**src/rtl/fan_tach_pkg.sv**
```systemverilog
package fan_tach_pkg;

    typedef enum logic [0:0] {
        ST_ARM  = 1'b0,
        ST_MEAS = 1'b1
    } tach_state_e;

    // Mask with the lowest n bits set (n at most 8).
    function automatic logic [7:0] low_ones(input int n);
        logic [7:0] m;
        m = '0;
        for (int i = 0; i < 8; i++) begin
            m[i] = (i < n);
        end
        return m;
    endfunction

endpackage

```
**src/rtl/tach_sync.sv**
```systemverilog
module tach_sync #(
    parameter int STAGES = 2
) (
    input  logic clk,
    input  logic rst_n,
    input  logic tach_raw_i,
    output logic rise_o
);
    localparam int CHAIN = STAGES + 1;

    logic [CHAIN-1:0] chain_q;

    always_ff @(posedge clk or negedge rst_n) begin
        if (!rst_n) begin
            chain_q <= '0;
        end else begin
            chain_q <= {chain_q[CHAIN-2:0], tach_raw_i};
        end
    end

    // Rising edge seen on the synchronized line.
    assign rise_o = chain_q[STAGES-1] & ~chain_q[STAGES];

endmodule

```
**src/rtl/tach_prescale.sv**
```systemverilog
module tach_prescale #(
    parameter int DW = 2
) (
    input  logic          clk,
    input  logic          rst_n,
    input  logic          tick_i,
    input  logic          restart_i,
    input  logic [DW-1:0] div_sel_i,
    output logic          strobe_o
);
    import fan_tach_pkg::*;

    localparam int PW = (1 << DW) - 1;

    logic [DW-1:0] div_q;
    logic [DW-1:0] div_eff;
    logic [PW-1:0] pre_q;
    logic [PW-1:0] pre_eff;
    logic [PW-1:0] pre_n;
    logic [PW-1:0] mask_eff;
    logic [PW-1:0] mask_q;
    logic          hit;

    always_comb begin
        div_eff  = restart_i ? div_sel_i : div_q;
        mask_eff = PW'(low_ones(int'(div_eff)));
        mask_q   = PW'(low_ones(int'(div_q)));
        pre_eff  = restart_i ? '0 : pre_q;
        hit      = tick_i && (pre_eff == mask_eff);
        if (!tick_i) begin
            pre_n = pre_eff;
        end else if (hit) begin
            pre_n = '0;
        end else begin
            pre_n = pre_eff + 1'b1;
        end
    end

    always_ff @(posedge clk or negedge rst_n) begin
        if (!rst_n) begin
            div_q <= '0;
            pre_q <= '0;
        end else begin
            div_q <= div_eff;
            pre_q <= pre_n;
        end
    end

    assign strobe_o = hit;

    // a divided count only ever coincides with an input strobe.
    a_r3_strobe_on_tick: assert property (@(posedge clk) disable iff (!rst_n)
        strobe_o |-> tick_i);

    // the phase counter never runs past the captured divisor.
    a_r3_phase_in_range: assert property (@(posedge clk) disable iff (!rst_n)
        pre_q <= mask_q);

endmodule

```
**src/rtl/tach_chan.sv**
```systemverilog
module tach_chan #(
    parameter int CW          = 8,
    parameter int DW          = 2,
    parameter int SYNC_STAGES = 2
) (
    input  logic          clk,
    input  logic          rst_n,
    input  logic          tick_i,
    input  logic          tach_i,
    input  logic [DW-1:0] div_sel_i,
    input  logic [CW-1:0] limit_i,
    output logic [CW-1:0] count_o,
    output logic          slow_o
);
    import fan_tach_pkg::*;

    localparam logic [CW-1:0] CMAX = {CW{1'b1}};

    tach_state_e   state_q, state_n;
    logic          rise;
    logic          strobe;
    logic [CW-1:0] acc_q, acc_n;
    logic          publish;
    logic [CW-1:0] pub_val;
    logic [CW-1:0] count_q;
    logic          slow_q;

    tach_sync #(.STAGES(SYNC_STAGES)) u_sync (
        .clk       (clk),
        .rst_n     (rst_n),
        .tach_raw_i(tach_i),
        .rise_o    (rise)
    );

    tach_prescale #(.DW(DW)) u_pre (
        .clk      (clk),
        .rst_n    (rst_n),
        .tick_i   (tick_i),
        .restart_i(rise),
        .div_sel_i(div_sel_i),
        .strobe_o (strobe)
    );

    // Next state and datapath control.
    always_comb begin
        state_n = state_q;
        acc_n   = acc_q;
        publish = 1'b0;
        pub_val = acc_q;
        unique case (state_q)
            ST_ARM: begin
                if (rise) begin
                    state_n = ST_MEAS;                 // T_START
                    acc_n   = {{(CW-1){1'b0}}, strobe};
                end
            end
            ST_MEAS: begin
                if (rise) begin                        // T_LAP
                    publish = 1'b1;
                    pub_val = acc_q;
                    acc_n   = {{(CW-1){1'b0}}, strobe};
                end else if (strobe) begin
                    if (acc_q == CMAX) begin           // T_STALL
                        publish = 1'b1;
                        pub_val = CMAX;
                        state_n = ST_ARM;
                        acc_n   = '0;
                    end else begin
                        acc_n = acc_q + 1'b1;
                    end
                end
            end
            default: begin
                state_n = ST_ARM;
                acc_n   = '0;
            end
        endcase
    end

    always_ff @(posedge clk or negedge rst_n) begin
        if (!rst_n) begin
            state_q <= ST_ARM;
        end else begin
            state_q <= state_n;
        end
    end

    always_ff @(posedge clk or negedge rst_n) begin
        if (!rst_n) begin
            acc_q   <= '0;
            count_q <= CMAX;
            slow_q  <= 1'b0;
        end else begin
            acc_q <= acc_n;
            if (publish) begin
                count_q <= pub_val;
                slow_q  <= (pub_val > limit_i);
            end
        end
    end

    assign count_o = count_q;
    assign slow_o  = slow_q;

    // with no edge and no divided strobe the outputs cannot move.
    a_r7_hold_quiet: assert property (@(posedge clk) disable iff (!rst_n)
        !(rise || strobe) |=> ($stable(count_o) && $stable(slow_o)));

    // an edge taken while armed leaves the published count alone.
    a_r4_arm_no_publish: assert property (@(posedge clk) disable iff (!rst_n)
        (state_q == ST_ARM) |=> $stable(count_o));

    // overflowing the accumulator yields a full-scale count and re-arms.
    a_r5_stall_full: assert property (@(posedge clk) disable iff (!rst_n)
        (state_q == ST_MEAS && !rise && strobe && acc_q == CMAX)
            |=> (count_o == CMAX && state_q == ST_ARM));

    // the flag agrees with the freshly published count and the limit then.
    a_r6_flag_match: assert property (@(posedge clk) disable iff (!rst_n)
        publish |=> (slow_o == (count_o > $past(limit_i))));

endmodule

```
**src/rtl/fan_tach_monitor.sv**
```systemverilog
module fan_tach_monitor #(
    parameter int NFAN        = 3,
    parameter int CW          = 8,
    parameter int DW          = 2,
    parameter int SYNC_STAGES = 2
) (
    input  logic               clk,
    input  logic               rst_n,
    input  logic               tick_en,
    input  logic [NFAN-1:0]    tach_in,
    input  logic [NFAN*DW-1:0] div_sel,
    input  logic [NFAN*CW-1:0] fan_limit,
    output logic [NFAN*CW-1:0] fan_count,
    output logic [NFAN-1:0]    fan_slow
);

    for (genvar f = 0; f < NFAN; f++) begin : g_fan
        tach_chan #(
            .CW         (CW),
            .DW         (DW),
            .SYNC_STAGES(SYNC_STAGES)
        ) u_chan (
            .clk      (clk),
            .rst_n    (rst_n),
            .tick_i   (tick_en),
            .tach_i   (tach_in[f]),
            .div_sel_i(div_sel[f*DW +: DW]),
            .limit_i  (fan_limit[f*CW +: CW]),
            .count_o  (fan_count[f*CW +: CW]),
            .slow_o   (fan_slow[f])
        );
    end

endmodule

```
**config.mk**
```make
export PLATFORM = sky130hd
export DESIGN_NAME = fan_tach_monitor
export DESIGN_NICKNAME = d
export VERILOG_FILES = /design/src/rtl/fan_tach_pkg.sv /design/src/rtl/tach_sync.sv /design/src/rtl/tach_prescale.sv /design/src/rtl/tach_chan.sv /design/src/rtl/fan_tach_monitor.sv
export SDC_FILE = /design/constraint.sdc
export NUM_CORES = 1
export LEC_CHECK = 0
export BUFFER_PORTS_ARGS = -buffer_cell sky130_fd_sc_hd__buf_2
export CAP_MARGIN = 20
export CORE_ASPECT_RATIO = 1.75
export CORE_UTILIZATION = 46
export DETAILED_ROUTE_END_ITERATION = 8
export GPL_TIMING_DRIVEN = 0
export MAX_ROUTING_LAYER = met4
export PLACE_DENSITY = 0.66
export SETUP_SLACK_MARGIN = 0.1
export SKIP_CTS_REPAIR_TIMING = 1
export SYNTH_ARGS = -nofsm -noshare
export SYNTH_HDL_FRONTEND = slang
export SYNTH_SLANG_ARGS = --single-unit
```
**constraint.sdc**
```tcl
create_clock -name clk -period 3.8 [get_ports clk]
set_input_delay 0.19 -clock clk [delete_from_list [all_inputs] [get_ports clk]]
set_output_delay 0.19 -clock clk [all_outputs]
set_load 0.1 [all_outputs]
```
==> metrics.md <==
| Metric | Value |
|---|---|
| Outcome | finished clean |
| CP max stage cell | a21boi_1 |
| Clk_lat worst skew | 0.33 ns |
| Top delay family on crit path | compound AO/OA/AOI/OAI gates |
| Commonest non-fill, non-tap cell in the layout | buf_2 |
| Final slew viol count | 0 |
| Antenna Diode Count | 0 |
| Worst EP arrival | 3.40 ns |
| Worst reg2reg path depth | 13 |
| Biggest area consumer among synthesized cells | dfrtp_1 |
| Worst vdd ir | 346 uV |
| WHS Path Cells | 3 |
| I/O Buffers | 62 |
| Clock slew at reported path FFs | 0.06 ns |
| WHS Endpoint | g_fan[1].u_chan.u_pre.div_q[1] |
| Placer's final routability congestion estimate | 0.793 |
| Num ports | 63 |
| Largest net degree at the start of global routing | 61 |
| Critical Path Max Stage Delay | 0.46 ns |
| Core area | 0.00941 sq mm |
| Setup violators final | 0 |
| Most numerous cell on the critical path | o21ai_0 |
| CTS Buf Count | 9 |
| Crit path buf inv count | 0 |
| Pleak | 2.62 nW |
| Die Y | 132 um |
| Vias in the first global route | 3,614 |
| Die area | 0.0101 sq mm |
| Rel. slew slack | 0.626 |
| Vias after detailed routing | 3,567 |
| Worst R2R End | g_fan[1].u_chan.slow_o |
| Clk_skew | 0.00451 ns |
| R2r startpoint | g_fan[1].u_chan.u_pre.div_q[1] |
| First-pass GRT wire length | 15.8 mm |
| Synthesis-to-layout area growth | 18.8% |
| CP endpoint kind | flop |
| Drt wl/cell | 13.5 um |
| Initial Util | 0.473 |
| Final hold vios | 0 |
| Worst Min Path Start | div_sel[3] |
| Drt drc | 0 |
| Syn avg cell area | 9.59 sq um |
| 1st-iter DRT viols | 130 |
| Mapped Cells | 464 |
| Power Density | 487 mW/mm^2 |
| Initial antenna violation count | 0 |
| Clk root buf | clkbuf_16 |
| Fmax | 314 MHz |
| Synth warn | 0 |
| CTS H-Tree Depth | 3 |
| Setup CP Type | flop to flop |
| Die Span X | 76.3 um |
| Mapped Area | 0.00445 sq mm |
| Number of core rows | 47 |
| WL final | 9.06 mm |
| CP required | 4.02 ns |
| Clk sinks | 78 |
| CTS tree | done |
| Syn nets | 530 |
| Fin crit share | 0.838 |
| Sequence of cells on the critical path | or2_2 > o21ai_0 > a21o_2 > o2111ai_1 > a21boi_1 > a41o_1 > ha_1 > nor2b_1 > o21ai_0 > nand2b_1 > a211oi_1 > nor2_1 > mux2_2 |
| Hold Slack | 0.0667 ns |
| Asr flop ratio synth | 1.00 |
| Total gr overflow | 0 |
| Synth area leaders | dfrtp_1 30%, dfstp_2 14%, ha_1 8.4% |
| Top cell type's share of synthesized area | 0.304 |
| DR vias/cell | 5.33 |
| Setup TNS | 0 ns |
| Unrepaired setup endpoints after global routing | no |
| Sequential area share after synthesis | 0.445 |
| Layout cells sized above 1 | 0.267 |
| Max-cap viol count | 0 |
| Worst reg-to-reg setup slack | 0.61 ns |
| Most frequent cells in the layout | 62 x buf_2, 56 x nand2_1, 54 x dfrtp_1 |
| Worst-Margin Slew | 0.559 ns |
| Crit path max fanout | 7 |
| Clock Tree Buf Depth | 2 |
| Worst min-delay path category | input port to flop |
| Post-synth top flop | dfrtp_1 |
| EDFF count, synth | 0 |
| Critical path depth | 13 |
| Crit path time final | 3.19 ns |
| Synth Register Bits | 78 |
| Distinct cells, synth | 57 |
| Util after Layout | 0.562 |
| Post-DP HPWL | 6.80 mm |
| Post-layout nets | 608 |
| TritonRoute pass-1 iters | 4 |
| Crit path launch type | flop |
| GRT Overall Usage | 0.199 |
| Final antenna-violating net count | 0 |
-- area by class of cell --
cell class | instances | area, sq um
Fill cell | 870 | 4130
Multi-Input combinational cell | 320 | 2180
Sequential cell | 78 | 1980
Timing Repair Buffer | 67 | 380
Clock buffer | 11 | 243
Buffer | 33 | 168
Tap cell | 122 | 153
Inverter | 33 | 124
Clock inverter | 5 | 58.8
-- worst reg2reg max path: stages (launching register included) --
cell and delay, ns:
dfrtp_1 0.45, or2_2 0.31, o21ai_0 0.07, a21o_2 0.23, o2111ai_1 0.12, a21boi_1 0.46, a41o_1 0.27, ha_1 0.24
nor2b_1 0.13, o21ai_0 0.14, nand2b_1 0.08, a211oi_1 0.23, nor2_1 0.08, mux2_2 0.26
-- stage by stage --
stage                     setup WS, ns  power [mW]  instances  cell area (sq um)
after global routing             0.363        2.72        669               5280
after global placement           0.736        1.70        648               4910
after CTS                        0.628        2.60        665               5240
after detailed placement         0.633        1.73        649               4940
after floorplan                  0.886        1.56        464               4450
final                            0.614        2.58        669               5280
-- where the power goes --
| group | internal (mW) | switching [mW] | total [mW] |
|---|---|---|---|
| Clock | 0.526 | 0.328 | 0.854 |
| Sequential | 0.943 | 0.105 | 1.05 |
| Combinational | 0.231 | 0.442 | 0.673 |
| Total | 1.70 | 0.875 | 2.58 |
-- per-layer routing --
layer / up-vias / global-route usage / share of wire
met4: 0 / 0.0812 / 0.017
met2: 60 / 0.359 / 0.55
li1: 1752 / - / -
met3: 11 / 0.0339 / 0.026
met5: - / - / 0
met1: 1744 / 0.212 / 0.41
-- state kept, by name (all words and copies together), names as in the netlist --
name / count
g_fan.u_chan.count_o: 24
g_fan.u_chan.acc_q: 24
g_fan.u_chan.u_sync.chain_q: 9
g_fan.u_chan.state_q: 3
g_fan.u_chan.slow_o: 3
g_fan.u_chan.u_pre.div_q: 6
g_fan.u_chan.u_pre.pre_q: 9
-- synth_stat cells, drive strengths merged (2+ instances only) --
master  number
o22ai        2
o22a         4
and4         3
and2         5
ha          30
nor3         6
xnor2        6
nand2b       9
nand2       57
a41oi        2
dfrtp       54
or2          3
mux2        23
and3         7
nor2b        8
a31o         5
nand4        9
a21oi       19
buf          8
o21ai       30
inv         33
a21o         3
nor3b        2
xor2         5
clkbuf      24
nand3       17
a211oi       3
dfstp       24
or3          3
a31oi        4
mux2i        4
nor2        33
nand3b       5
-- how the worst max path moves through the flow --
stage,from,to,slack [ns]
after floorplan,g_fan[0].u_chan.u_sync.chain_q[2],g_fan[0].u_chan.slow_o,0.89
after global routing,g_fan[1].u_chan.u_pre.div_q[1],g_fan[1].u_chan.slow_o,0.36
final,g_fan[1].u_chan.u_pre.div_q[1],g_fan[1].u_chan.slow_o,0.61
after detailed placement,g_fan[1].u_chan.u_pre.div_q[1],g_fan[1].u_chan.slow_o,0.63
after CTS,g_fan[1].u_chan.u_pre.div_q[1],g_fan[1].u_chan.slow_o,0.63
after global placement,g_fan[0].u_chan.u_sync.chain_q[2],g_fan[0].u_chan.slow_o,0.74
-- cell families (layout without fill, tap and decap cells) --
logic type,count (synthesis),count (layout),synth area share
xor+xnor,11,11,0.0217
fa+ha+maj,30,30,0.0844
simple gates,167,167,0.185
flops,78,78,0.445
mux,27,27,0.0731
compound gates,85,85,0.125
buf+inv,66,149,0.0655
(Power assumes the default switching activity.)
